===== config.mk =====
export PLATFORM = sky130hd
export DESIGN_NAME = alarm_irq_top
export DESIGN_NICKNAME = d
export VERILOG_FILES = /design/src/rtl/alarm_irq_pkg.sv /design/src/rtl/sticky_flag_bank.sv /design/src/rtl/mask_bank.sv /design/src/rtl/irq_reduce.sv /design/src/rtl/alarm_irq_top.sv
export SDC_FILE = /design/constraint.sdc
export NUM_CORES = 1
export LEC_CHECK = 0
export ABC_AREA = 1
export BUFFER_PORTS_ARGS = -buffer_cell sky130_fd_sc_hd__buf_2
export CELL_PAD_IN_SITES_DETAIL_PLACEMENT = 1
export CELL_PAD_IN_SITES_GLOBAL_PLACEMENT = 2
export CORE_AREA = 2 2 79 81
export DETAILED_ROUTE_END_ITERATION = 12
export DIE_AREA = 0 0 81 83
export PLACE_DENSITY = 0.87
export SYNTH_ARGS = -nofsm -noshare
export SYNTH_HDL_FRONTEND = slang
export SYNTH_SLANG_ARGS = --single-unit

===== constraint.sdc =====
create_clock -name clk -period 1.7 [get_ports clk]
set_input_delay 0.085 -clock clk [delete_from_list [all_inputs] [get_ports clk]]
set_output_delay 0.085 -clock clk [all_outputs]
set_load 0.02 [all_outputs]

===== src/rtl/alarm_irq_pkg.sv =====
package alarm_irq_pkg;

    localparam int DEF_LOS_BITS    = 4;
    localparam int DEF_OOF_BITS    = 4;
    localparam int DEF_SINGLE_BITS = 8;

    typedef enum logic [1:0] {
        SEL_ALARM = 2'd0,
        SEL_FLAG  = 2'd1,
        SEL_MASK  = 2'd2,
        SEL_NONE  = 2'd3
    } reg_sel_e;

endpackage


===== src/rtl/sticky_flag_bank.sv =====
module sticky_flag_bank #(
    parameter int WIDTH = 16
) (
    input  logic             clk,
    input  logic             rst_n,
    input  logic [WIDTH-1:0] alarm_i,
    input  logic [WIDTH-1:0] clr_req_i,
    output logic [WIDTH-1:0] flag_o
);

    genvar g;
    generate
        for (g = 0; g < WIDTH; g++) begin : g_bit
            logic flag_q;

            always_ff @(posedge clk or negedge rst_n) begin
                if (!rst_n) begin
                    flag_q <= 1'b0;
                end else if (alarm_i[g]) begin
                    flag_q <= 1'b1;
                end else if (clr_req_i[g]) begin
                    flag_q <= 1'b0;
                end
            end

            assign flag_o[g] = flag_q;


            set_wins_chk: assert property (@(posedge clk) disable iff (!rst_n)
                alarm_i[g] |=> flag_o[g]);


            sticky_hold_chk: assert property (@(posedge clk) disable iff (!rst_n)
                (flag_o[g] && !clr_req_i[g]) |=> flag_o[g]);


            clear_ok_chk: assert property (@(posedge clk) disable iff (!rst_n)
                (clr_req_i[g] && !alarm_i[g]) |=> !flag_o[g]);


            no_self_set_chk: assert property (@(posedge clk) disable iff (!rst_n)
                (!flag_o[g] && !alarm_i[g]) |=> !flag_o[g]);
        end
    endgenerate

endmodule


===== src/rtl/mask_bank.sv =====
module mask_bank #(
    parameter int WIDTH = 16
) (
    input  logic             clk,
    input  logic             rst_n,
    input  logic             wr_en_i,
    input  logic [WIDTH-1:0] wr_data_i,
    output logic [WIDTH-1:0] mask_o
);

    logic [WIDTH-1:0] mask_q;

    always_ff @(posedge clk or negedge rst_n) begin
        if (!rst_n) begin
            mask_q <= '1;
        end else if (wr_en_i) begin
            mask_q <= wr_data_i;
        end
    end

    assign mask_o = mask_q;


    mask_load_chk: assert property (@(posedge clk) disable iff (!rst_n)
        wr_en_i |=> (mask_o == $past(wr_data_i)));


    mask_hold_chk: assert property (@(posedge clk) disable iff (!rst_n)
        !wr_en_i |=> $stable(mask_o));

endmodule


===== src/rtl/irq_reduce.sv =====
module irq_reduce #(
    parameter int WIDTH = 16
) (
    input  logic             clk,
    input  logic             rst_n,
    input  logic [WIDTH-1:0] flag_i,
    input  logic [WIDTH-1:0] mask_i,
    output logic             irq_n_o
);

    logic [WIDTH-1:0] live_term;
    logic             irq_n_q;

    always_comb begin
        live_term = flag_i & ~mask_i;
    end

    always_ff @(posedge clk or negedge rst_n) begin
        if (!rst_n) begin
            irq_n_q <= 1'b1;
        end else begin
            irq_n_q <= ~(|live_term);
        end
    end

    assign irq_n_o = irq_n_q;


    pending_irq_chk: assert property (@(posedge clk) disable iff (!rst_n)
        (|(flag_i & ~mask_i)) |=> !irq_n_o);


    all_masked_chk: assert property (@(posedge clk) disable iff (!rst_n)
        (&mask_i) |=> irq_n_o);

endmodule


===== src/rtl/alarm_irq_top.sv =====
module alarm_irq_top
    import alarm_irq_pkg::*;
#(
    parameter int LOS_BITS    = DEF_LOS_BITS,
    parameter int OOF_BITS    = DEF_OOF_BITS,
    parameter int SINGLE_BITS = DEF_SINGLE_BITS
) (
    input  logic                                   clk,
    input  logic                                   rst_n,
    input  logic [LOS_BITS+OOF_BITS+SINGLE_BITS-1:0] alarm_i,
    input  logic                                   wr_en_i,
    input  logic [1:0]                             reg_sel_i,
    input  logic [LOS_BITS+OOF_BITS+SINGLE_BITS-1:0] wr_data_i,
    output logic [LOS_BITS+OOF_BITS+SINGLE_BITS-1:0] rd_data_o,
    output logic                                   irq_n_o
);

    localparam int SRC_W = LOS_BITS + OOF_BITS + SINGLE_BITS;

    reg_sel_e          sel;
    logic              wr_flag;
    logic              wr_mask;
    logic [SRC_W-1:0]  clr_req;
    logic [SRC_W-1:0]  flag;
    logic [SRC_W-1:0]  mask;

    assign sel     = reg_sel_e'(reg_sel_i);
    assign wr_flag = wr_en_i && (sel == SEL_FLAG);
    assign wr_mask = wr_en_i && (sel == SEL_MASK);
    assign clr_req = {SRC_W{wr_flag}} & ~wr_data_i;

    sticky_flag_bank #(.WIDTH(SRC_W)) u_flags (
        .clk       (clk),
        .rst_n     (rst_n),
        .alarm_i   (alarm_i),
        .clr_req_i (clr_req),
        .flag_o    (flag)
    );

    mask_bank #(.WIDTH(SRC_W)) u_mask (
        .clk       (clk),
        .rst_n     (rst_n),
        .wr_en_i   (wr_mask),
        .wr_data_i (wr_data_i),
        .mask_o    (mask)
    );

    irq_reduce #(.WIDTH(SRC_W)) u_irq (
        .clk     (clk),
        .rst_n   (rst_n),
        .flag_i  (flag),
        .mask_i  (mask),
        .irq_n_o (irq_n_o)
    );

    always_comb begin
        unique case (sel)
            SEL_ALARM: rd_data_o = alarm_i;
            SEL_FLAG:  rd_data_o = flag;
            SEL_MASK:  rd_data_o = mask;
            default:   rd_data_o = '0;
        endcase
    end


    foreign_write_chk: assert property (@(posedge clk) disable iff (!rst_n)
        (wr_en_i && (sel != SEL_MASK)) |=> $stable(mask));


    none_reads_zero_chk: assert property (@(posedge clk) disable iff (!rst_n)
        (sel == SEL_NONE) |-> (rd_data_o == '0));

endmodule


---- Word-level counts from Yosys, hierarchy flattened ----
Cells that the tools add are included.
cells by class
  muxes and demuxes ....................... 33
  bitwise logic cells ..................... 5
  reduce and logical (&&, ||, !) cells .... 20
  equal/unequal tests ..................... 2
operators with widths
  operator                                                         number
  16-bit one-hot mux with 3 select lines                           1
  16-bit AND                                                       2
  1-bit two-way mux                                                32
  16-bit inverter                                                  2
  2-bit nonzero test                                               16
  16-bit OR reduction                                              1
  2-bit by 1-bit == test with 1-bit output, second input constant  1
  2-bit == test, second input constant                             1
  1-bit logical AND                                                2
  2-bit logical NOT                                                1
  1-bit inverter                                                   1
word-level totals
  bits of input ports ..................... 37
  register bits ........................... 33
  logic and storage cells ................. 78
  output and inout bits ................... 17

---- Depth between registers and ports, before layout ----
Gate-level depths: netlist of the first run.
  depth in word-level cells ............... 5
  depth in mapped cells ................... 6
  gate-level depth less buffers ........... 6

---- Cells and area by module ----
A second synthesis of the first run with hierarchy kept.
second synthesis, totals
  cell total of the unflattened synthesis .. 304
  area total of the unflattened synthesis .. 2148.3 um^2
modules (own cells, without submodules)
  module            area each (um^2)  sequential area each (um^2)  instances  cells an instance
  sticky_flag_bank  760.7             400.4                        1          96
  mask_bank         664.4             420.4                        1          68
  alarm_irq_top     523.0             0.0                          1          93
  irq_reduce        200.2             26.3                         1          47

---- Worst setup path before layout of the first run ----
OpenSTA, ideal clock, no wires.
  path type ............................... input to output
  start point ............................. input reg_sel_i[1]
  end point ............................... output rd_data_o[10]
  cell stages on the path ................. 4
  path slack .............................. 0.718 ns
  arrival time ............................ 0.897 ns
  required time ........................... 1.615 ns
  cell sequence ........................... inv_1 -> nand2_1 -> buf_2 -> o211ai_1
on the way
  cells in the longest elaborated chain, start to end .. 2
  elaborated cells on any way between the ends .. 4
  classes of those cells .................. eq/ne: 2; mux: 1; reduce/logical: 1
RTL lines
  element                                     line                 text
  from (decl)                                 alarm_irq_top.sv:12  input logic [1:0] reg_sel_i,
  2-bit == test (tied with other cells)       alarm_irq_top.sv:57  unique case (sel)
  16-bit one-hot mux with 3 select lines (*)  alarm_irq_top.sv:57
  to (decl)                                   alarm_irq_top.sv:14  output logic [LOS_BITS+OOF_BITS+SINGLE_BITS-1:0] rd_data_o,
Every way passes the cells marked *; elsewhere a longest branch is shown, timed or not.

---- Worst setup path in the final report of the first run ----
  start point ............................. register u_mask.mask_q[14] (netlist: u_mask.mask_o[14])
  end point ............................... output rd_data_o[14]
on the way
  cells in the longest elaborated chain, start to end .. 1
RTL lines
  element                                 line                 text
  from (decl)                             mask_bank.sv:11      logic [WIDTH-1:0] mask_q;
  from (signal assigned)                  mask_bank.sv:17      mask_q <= wr_data_i;
  16-bit one-hot mux with 3 select lines  alarm_irq_top.sv:57
Every way passes these cells.

==> out/qor.txt, run 1 <==
GPL Wtd Cong -> 0.707
leak pwr -> 1.22 nW
Crit Reg-Reg Startpoint -> u_mask.mask_o[3]$_DFFE_PN1P_
Worst Hold Class -> in2reg
Post-CTS Resized -> 0
DP Area -> 0.00206 mm^2
Layout Cells excl Fill -> 354
Die W -> 81 um
DRC -> 0
Worst slew margin -> 0.503
largest net degree at the start of global routing -> 34
r2r endpoint -> u_irq.irq_n_o$_DFF_PN1_
power consumption -> 2.01 mW
critical path type -> reg2out
pwr dens -> 924 mW/mm^2
Pre-Repair DR Iteration Count -> 4
vias in the first global route -> 1707
CP max-delay cell -> dfstp_2
final antenna-violating net count -> 0
GRT Residual Overflow -> 0
count of different cell masters after synthesis -> 14
HPWL after DPL -> 3410 um
setup TNS -> 0 ns
final setup margin -> 0.450 ns
CTS tree -> built
Ports -> 54
Cells after DPL -> 345
starting density of the core -> 0.295
minimum clock period -> 1.25 ns
Maximum Capacitance Violations -> 0
CTS max path bufs -> 2
# clock sinks -> 33
antenna cell count -> 0
reg-to-reg setup timing slack -> 0.66 ns
Worst Setup EP -> rd_data_o[14]
Avg Cell Area, Syn -> 7.79 um^2
Setup crit start -> u_mask.mask_o[14]$_DFFE_PN1P_
Final Hold Viols -> 0
DR top layer -> met4
IO buf count -> 53
Synth-to-Final Area Change -> 27.0%
VDD IR max -> 0.359 mV
nets -> 315
met3 wire length -> 205 um
Core ar. -> 0.00582 mm^2
pre-CTS setup slack -> 0.415 ns
vias per std cell -> 4.58
DRT iter0 DRCs -> 60
sequential-to-total area share from yosys stat -> 0.495
Yosys reg bits -> 33
Setup Buffers After CTS -> 0
WP data required -> 1.62 ns
CP peak stage delay -> 0.54 ns
setup violators final -> 0
share of layout cells above drive strength 1 -> 0.301
Post-Syn Nets -> 257
DR vias -> 1622
CTS buffer count -> 5
H-tree depth -> 2
Tightest Pin Transition -> 0.746 ns
Clock transition at path regs -> 0.07 ns
initial antenna violation count -> 0
critical-path cell list -> nand2_1 > o211ai_1 > buf_2
Finished Cell Area -> 0.00218 mm^2
area of the mapped netlist -> 0.00171 mm^2
Wirelength per Cell -> 13.4 um
clk_lat worst skew -> 0.28 ns
Max FO, Critical Path -> 3
Mapped Cells -> 220
All-Layer GR Usage -> 0.155
CTS root buf -> clkbuf_8
Layout Skew -> 0.00562 ns
unrepaired setup endpoints after global routing -> no
fin crit share -> 0.735
Achievable Freq -> 800 MHz
Die ar. -> 0.00672 mm^2
status -> completed
DIE HEIGHT -> 83 um
first-pass GRT wire length -> 8020 um
M1 WL -> 2040 um
Synth Warn # -> 0
Row Count -> 28
met2 routed WL -> 2420 um
CP Capture Type -> output port
Slew Viols, Final -> 0
crit path DAT -> 1.17 ns
R2R cell count -> 6
Critical Path Start Type -> flip-flop
drt total wl -> 4730 um
-- timing repair --
| item | 4_1_cts | 5_1_grt |
|---|---|---|
| hold endpoints to repair | 16 | 0 |
| setup endpoints to repair | 0 | 0 |
| hold buffers | 1 | 0 |
-- metrics by stage --
step / util / hold WS (ns)
after floorplan: - / -0.211
after global placement: 0.355 / 0.197
after detailed placement: 0.355 / 0.198
after CTS: 0.374 / 0.00252
after global routing: 0.374 / 0.00882
final: 0.374 / 0.0128
-- synthesized netlist by cell type --
master	instances	area [um^2]
nand2_1	59	221
nor2_1	37	139
inv_1	32	120
dfstp_2	17	447
dfrtp_1	16	400
o211ai_1	16	120
o21bai_1	16	120
a21oi_1	15	75.1
buf_2	6	30.0
nand3_1	2	10.0
buf_4	1	7.51
nand2_2	1	6.26
nor2_4	1	11.3
o21ai_0	1	5.00
-- state kept, by name, summed over array words and instances (netlist names) --
register              flops
u_flags.g_bit.flag_q     16
u_irq.irq_n_o             1
u_mask.mask_o            16
-- worst min path at each step --
| stage | startpoint | endpoint | slack, ns | cells past startpoint |
|---|---|---|---|---|
| after floorplan | rst_n | u_flags.g_bit[0].flag_q$_DFFE_PN0P_ | -0.21 | 0 |
| after global placement | rst_n | u_flags.g_bit[15].flag_q$_DFFE_PN0P_ | 0.20 | 1 |
| after detailed placement | rst_n | u_flags.g_bit[2].flag_q$_DFFE_PN0P_ | 0.20 | 1 |
| after CTS | alarm_i[2] | u_flags.g_bit[2].flag_q$_DFFE_PN0P_ | 0.003 | 2 |
| after global routing | alarm_i[11] | u_flags.g_bit[11].flag_q$_DFFE_PN0P_ | 0.009 | 2 |
| final | alarm_i[11] | u_flags.g_bit[11].flag_q$_DFFE_PN0P_ | 0.01 | 2 |
-- worst max-delay path, delay by kind of cell (launching register included) --
| family | cells | cell delay [ns] |
|---|---|---|
| AO/OA/AOI/OAI | 1 | 0.09 |
| flip-flops | 1 | 0.54 |
| AND/OR/NAND/NOR | 1 | 0.05 |
| buffers and inverters | 1 | 0.20 |
-- cell usage in the layout, fill, tap and decap left out --
cell type      synthesis  layout
nand2_1               59      59
o21ai_0                1       1
dfstp_2               17      17
o211ai_1              16      16
nand2_2                1       1
inv_1                 32      32
dlygate4sd3_1          0       1
o21bai_1              16      16
clkbuf_8               0       7
a21oi_1               15      15
dfrtp_1               16      16
clkinv_2               0       1
buf_2                  6      53
nor2_1                37      37
nor2_4                 1       1
buf_4                  1       4
nand3_1                2       2
-- cell families after synthesis --
logic type             share of synthesized area
buffers and inverters                     0.0920
and+or+nand+nor                            0.226
DFF                                        0.495
AOI/OAI and AO/OA                          0.187
-- per-layer routing --
layer  track usage  vias to the layer above
met1         0.194                      771
met2         0.264                       34
met5             0                        -
li1              -                      811
met3        0.0326                        6
met4        0.0462                        0
-- layout make-up --
type / count / area (um^2)
fillers: 771 / 3640
flip-flops and latches: 33 / 847
multi-input cells: 148 / 708
repair buffers: 58 / 305
inverters: 32 / 120
clock buffers: 7 / 96.3
well taps: 75 / 93.8
clock inverters: 1 / 5.00
-- report_power, final --
group	switching, mW	leakage [nW]	total [mW]	internal, mW
clock	0.280	0.0542	0.646	0.366
combinational	0.266	0.840	0.423	0.157
sequential	0.0371	0.325	0.940	0.903
total	0.583	1.22	2.01	1.43
(Power assumes the default switching activity.)
==> inputs of run 2 (changes only) <==
--- a/config.mk
+++ b/config.mk
@@ -9,10 +9,10 @@
 export BUFFER_PORTS_ARGS = -buffer_cell sky130_fd_sc_hd__buf_2
 export CELL_PAD_IN_SITES_DETAIL_PLACEMENT = 1
 export CELL_PAD_IN_SITES_GLOBAL_PLACEMENT = 2
-export CORE_AREA = 2 2 79 81
+export CORE_AREA = 2 2 82 84
 export DETAILED_ROUTE_END_ITERATION = 12
-export DIE_AREA = 0 0 81 83
-export PLACE_DENSITY = 0.87
+export DIE_AREA = 0 0 84 86
+export PLACE_DENSITY = 0.82
 export SYNTH_ARGS = -nofsm -noshare
 export SYNTH_HDL_FRONTEND = slang
 export SYNTH_SLANG_ARGS = --single-unit
==> constraint.sdc (replaced) <==
create_clock -name clk -period 1.2 [get_ports clk]
set_input_delay 0.06 -clock clk [delete_from_list [all_inputs] [get_ports clk]]
set_output_delay 0.06 -clock clk [all_outputs]
set_load 0.02 [all_outputs]
==> out/qor.txt, run 2 (synthesized netlist as in run 1, its figures left out) <==
GRT Max-Usage Layer -> met2 (unchanged)
DP Area -> 0.00214 mm^2 (was 0.00206 mm^2)
Slew Viols, Final -> 0 (unchanged)
Achievable Freq -> 828 MHz
IO buf count -> 53 (unchanged)
Row Count -> 29 (was 28)
Worst Hold Path EP -> u_flags.g_bit[6].flag_q$_DFFE_PN0P_ (was u_flags.g_bit[11].flag_q$_DFFE_PN0P_)
CP max-delay cell -> dfstp_2 (unchanged)
hold_sp -> alarm_i[6] (was alarm_i[11])
Cells after DPL -> 352 (was 345)
CTS buffer count -> 5 (unchanged)
H-tree depth -> 2 (unchanged)
nets -> 334 (was 315)
M1 GR Usage -> 0.170 (was 0.194)
most frequent cells in the layout -> 54 x nand2_1, 37 x nor2_1, 37 x buf_2 (was 59 x nand2_1, 53 x buf_2, 37 x nor2_1)
Final Hold Viols -> 1 (was 0)
unrepaired setup endpoints after global routing -> yes (was no)
hold depth -> 2 (unchanged)
CTS root buf -> clkbuf_8 (unchanged)
Crit Reg-Reg Startpoint -> u_mask.mask_o[7]$_DFFE_PN1P_ (was u_mask.mask_o[3]$_DFFE_PN1P_)
DIE HEIGHT -> 86 um (was 83 um)
Wirelength per Cell -> 13.5 um (was 13.4 um)
critical-path cell list -> nand2_1 > o211ai_1 > buf_4 (was nand2_1 > o211ai_1 > buf_2)
initial antenna violation count -> 0 (unchanged)
Layout Skew -> 0.00608 ns (was 0.00562 ns)
DRC -> 0 (unchanged)
Pre-Repair DR Iteration Count -> 2 (was 4)
footprint of the multi-input gates -> 721 um^2 (was 708 um^2)
register area -> 847 um^2 (unchanged)
Critical Path Start Type -> flip-flop (unchanged)
CP Capture Type -> output port (unchanged)
Ports -> 54 (unchanged)
first-pass GRT wire length -> 8420 um (was 8020 um)
final antenna-violating net count -> 0 (unchanged)
pre-CTS setup slack -> 0.130 ns (was 0.415 ns)
CTS tree -> built (unchanged)
Clock transition at path regs -> 0.07 ns (about the same)
# fillers -> 789 (was 771)
failing checks -> hold timing, setup timing
Max FO, Critical Path -> 2 (was 3)
status -> complete, but fails checks (was completed)
GRT Residual Overflow -> 0 (unchanged)
reg-to-reg setup timing slack -> 0.13 ns (was 0.66 ns)
CP peak stage delay -> 0.54 ns (about the same)
leak pwr -> 1.32 nW (was 1.22 nW)
Layout Utilization -> 0.387 (was 0.374)
fin crit share -> 1.01
crit path DAT -> 1.15 ns (was 1.17 ns)
final setup margin -> -0.00795 ns (was 0.450 ns)
Setup Buffers After CTS -> 0 (unchanged)
Maximum Capacitance Violations -> 0 (unchanged)
share of layout cells above drive strength 1 -> 0.312 (was 0.301)
power consumption -> 2.87 mW (was 2.01 mW)
DRT iter0 DRCs -> 24 (was 60)
GR Util met2 -> 0.275 (was 0.264)
critical path type -> reg2out (unchanged)
drt total wl -> 5070 um (was 4730 um)
largest net degree at the start of global routing -> 34 (unchanged)
setup violators final -> 1 (was 0)
CTS max path bufs -> 2 (unchanged)
Tightest Pin Transition -> 0.444 ns (was 0.746 ns)
All-Layer GR Usage -> 0.148 (was 0.155)
Die ar. -> 0.00722 mm^2 (was 0.00672 mm^2)
Finished Cell Area -> 0.00243 mm^2 (was 0.00218 mm^2)
antenna cell count -> 0 (unchanged)
Hold Slack -> -0.000614 ns (was 0.0128 ns)
clk_lat worst skew -> 0.28 ns (about the same)
vias per std cell -> 4.35 (was 4.58)
VDD IR max -> 0.479 mV (was 0.359 mV)
pwr dens -> 1180 mW/mm^2 (was 924 mW/mm^2)
leading cell type in the layout, fill and taps excluded -> nand2_1 (unchanged)
Worst slew margin -> 0.704 (was 0.503)
minimum clock period -> 1.21 ns
WP data required -> 1.14 ns (was 1.62 ns)
vias in the first global route -> 1767 (was 1707)
r2r endpoint -> u_irq.irq_n_o$_DFF_PN1_ (unchanged)
GPL Wtd Cong -> 0.711 (was 0.707)
Worst Hold Class -> in2reg (unchanged)
HPWL after DPL -> 3720 um (was 3410 um)
R2R cell count -> 6 (unchanged)
Die W -> 84 um (was 81 um)
met3 Use GR -> 0.0260 (was 0.0326)
setup TNS -> -0.00795 ns (was 0 ns)
starting density of the core -> 0.273 (was 0.295)
Worst Path Buf+Inv -> 1 (unchanged)
Synth-to-Final Area Change -> 41.7% (was 27.0%)
DR vias -> 1631 (was 1622)
# clock sinks -> 33 (unchanged)
CP delay by family, top -> flip-flops (unchanged)
Core ar. -> 0.00628 mm^2 (was 0.00582 mm^2)
Layout Cells excl Fill -> 375 (was 354)
==> run 2: cell count changes in the layout (fill, tap and decap cells not counted), sizes merged <==
cell / delta
clkbuf: -1
clkinv: +1
buf: +5
dlygate4sd3: +14
==> run 2: how the worst max path moves through the flow <==
stage | from | end | cells past startpoint
after floorplan | reg_sel_i[1] | rd_data_o[10] | 4
after global placement | u_mask.mask_o[7]$_DFFE_PN1P_ | u_irq.irq_n_o$_DFF_PN1_ | 6
after detailed placement | u_mask.mask_o[7]$_DFFE_PN1P_ | u_irq.irq_n_o$_DFF_PN1_ | 6
after CTS | u_mask.mask_o[0]$_DFFE_PN1P_ | rd_data_o[0] | 3
after global routing | u_mask.mask_o[0]$_DFFE_PN1P_ | rd_data_o[0] | 3
final | u_mask.mask_o[0]$_DFFE_PN1P_ | rd_data_o[0] | 3
==> run 2: timing repair <==
item                                    4_1_cts  5_1_grt
hold buffers                                 15        0
endpoints found under the setup margin       14       16
resized for setup                            14        7
endpoints found under the hold margin        30        0
pin swaps                                     0        2
==> run 2: final cells by class <==
cell class / count / share of cell area
clock buffers: 6 / 0.0299
clock inverters: 2 / 0.00412
inverters: 32 / 0.0495
multi-input cells: 148 / 0.297
flip-flops and latches: 33 / 0.349
well taps: 77 / 0.0397
repair buffers: 77 / 0.231
==> run 2: worst register-to-register path: cells and delay by family, from the launching register on <==
family / cells / cell delay [ns]
DFF: 1 / 0.53
and+or+nand+nor: 5 / 0.43
buffers and inverters: 1 / 0.05
==> run 2: layer usage <==
metal | vias to the layer above | wire length [um]
met3 | 5 | 163
met5 | - | 0
met2 | 26 | 2670
li1 | 847 | -
met4 | 0 | 68
met1 | 753 | 2170
==> run 2: power by group <==
part / switching, mW / internal [mW]
registers: 0.0606 / 1.28
clock network: 0.423 / 0.402
logic: 0.393 / 0.309
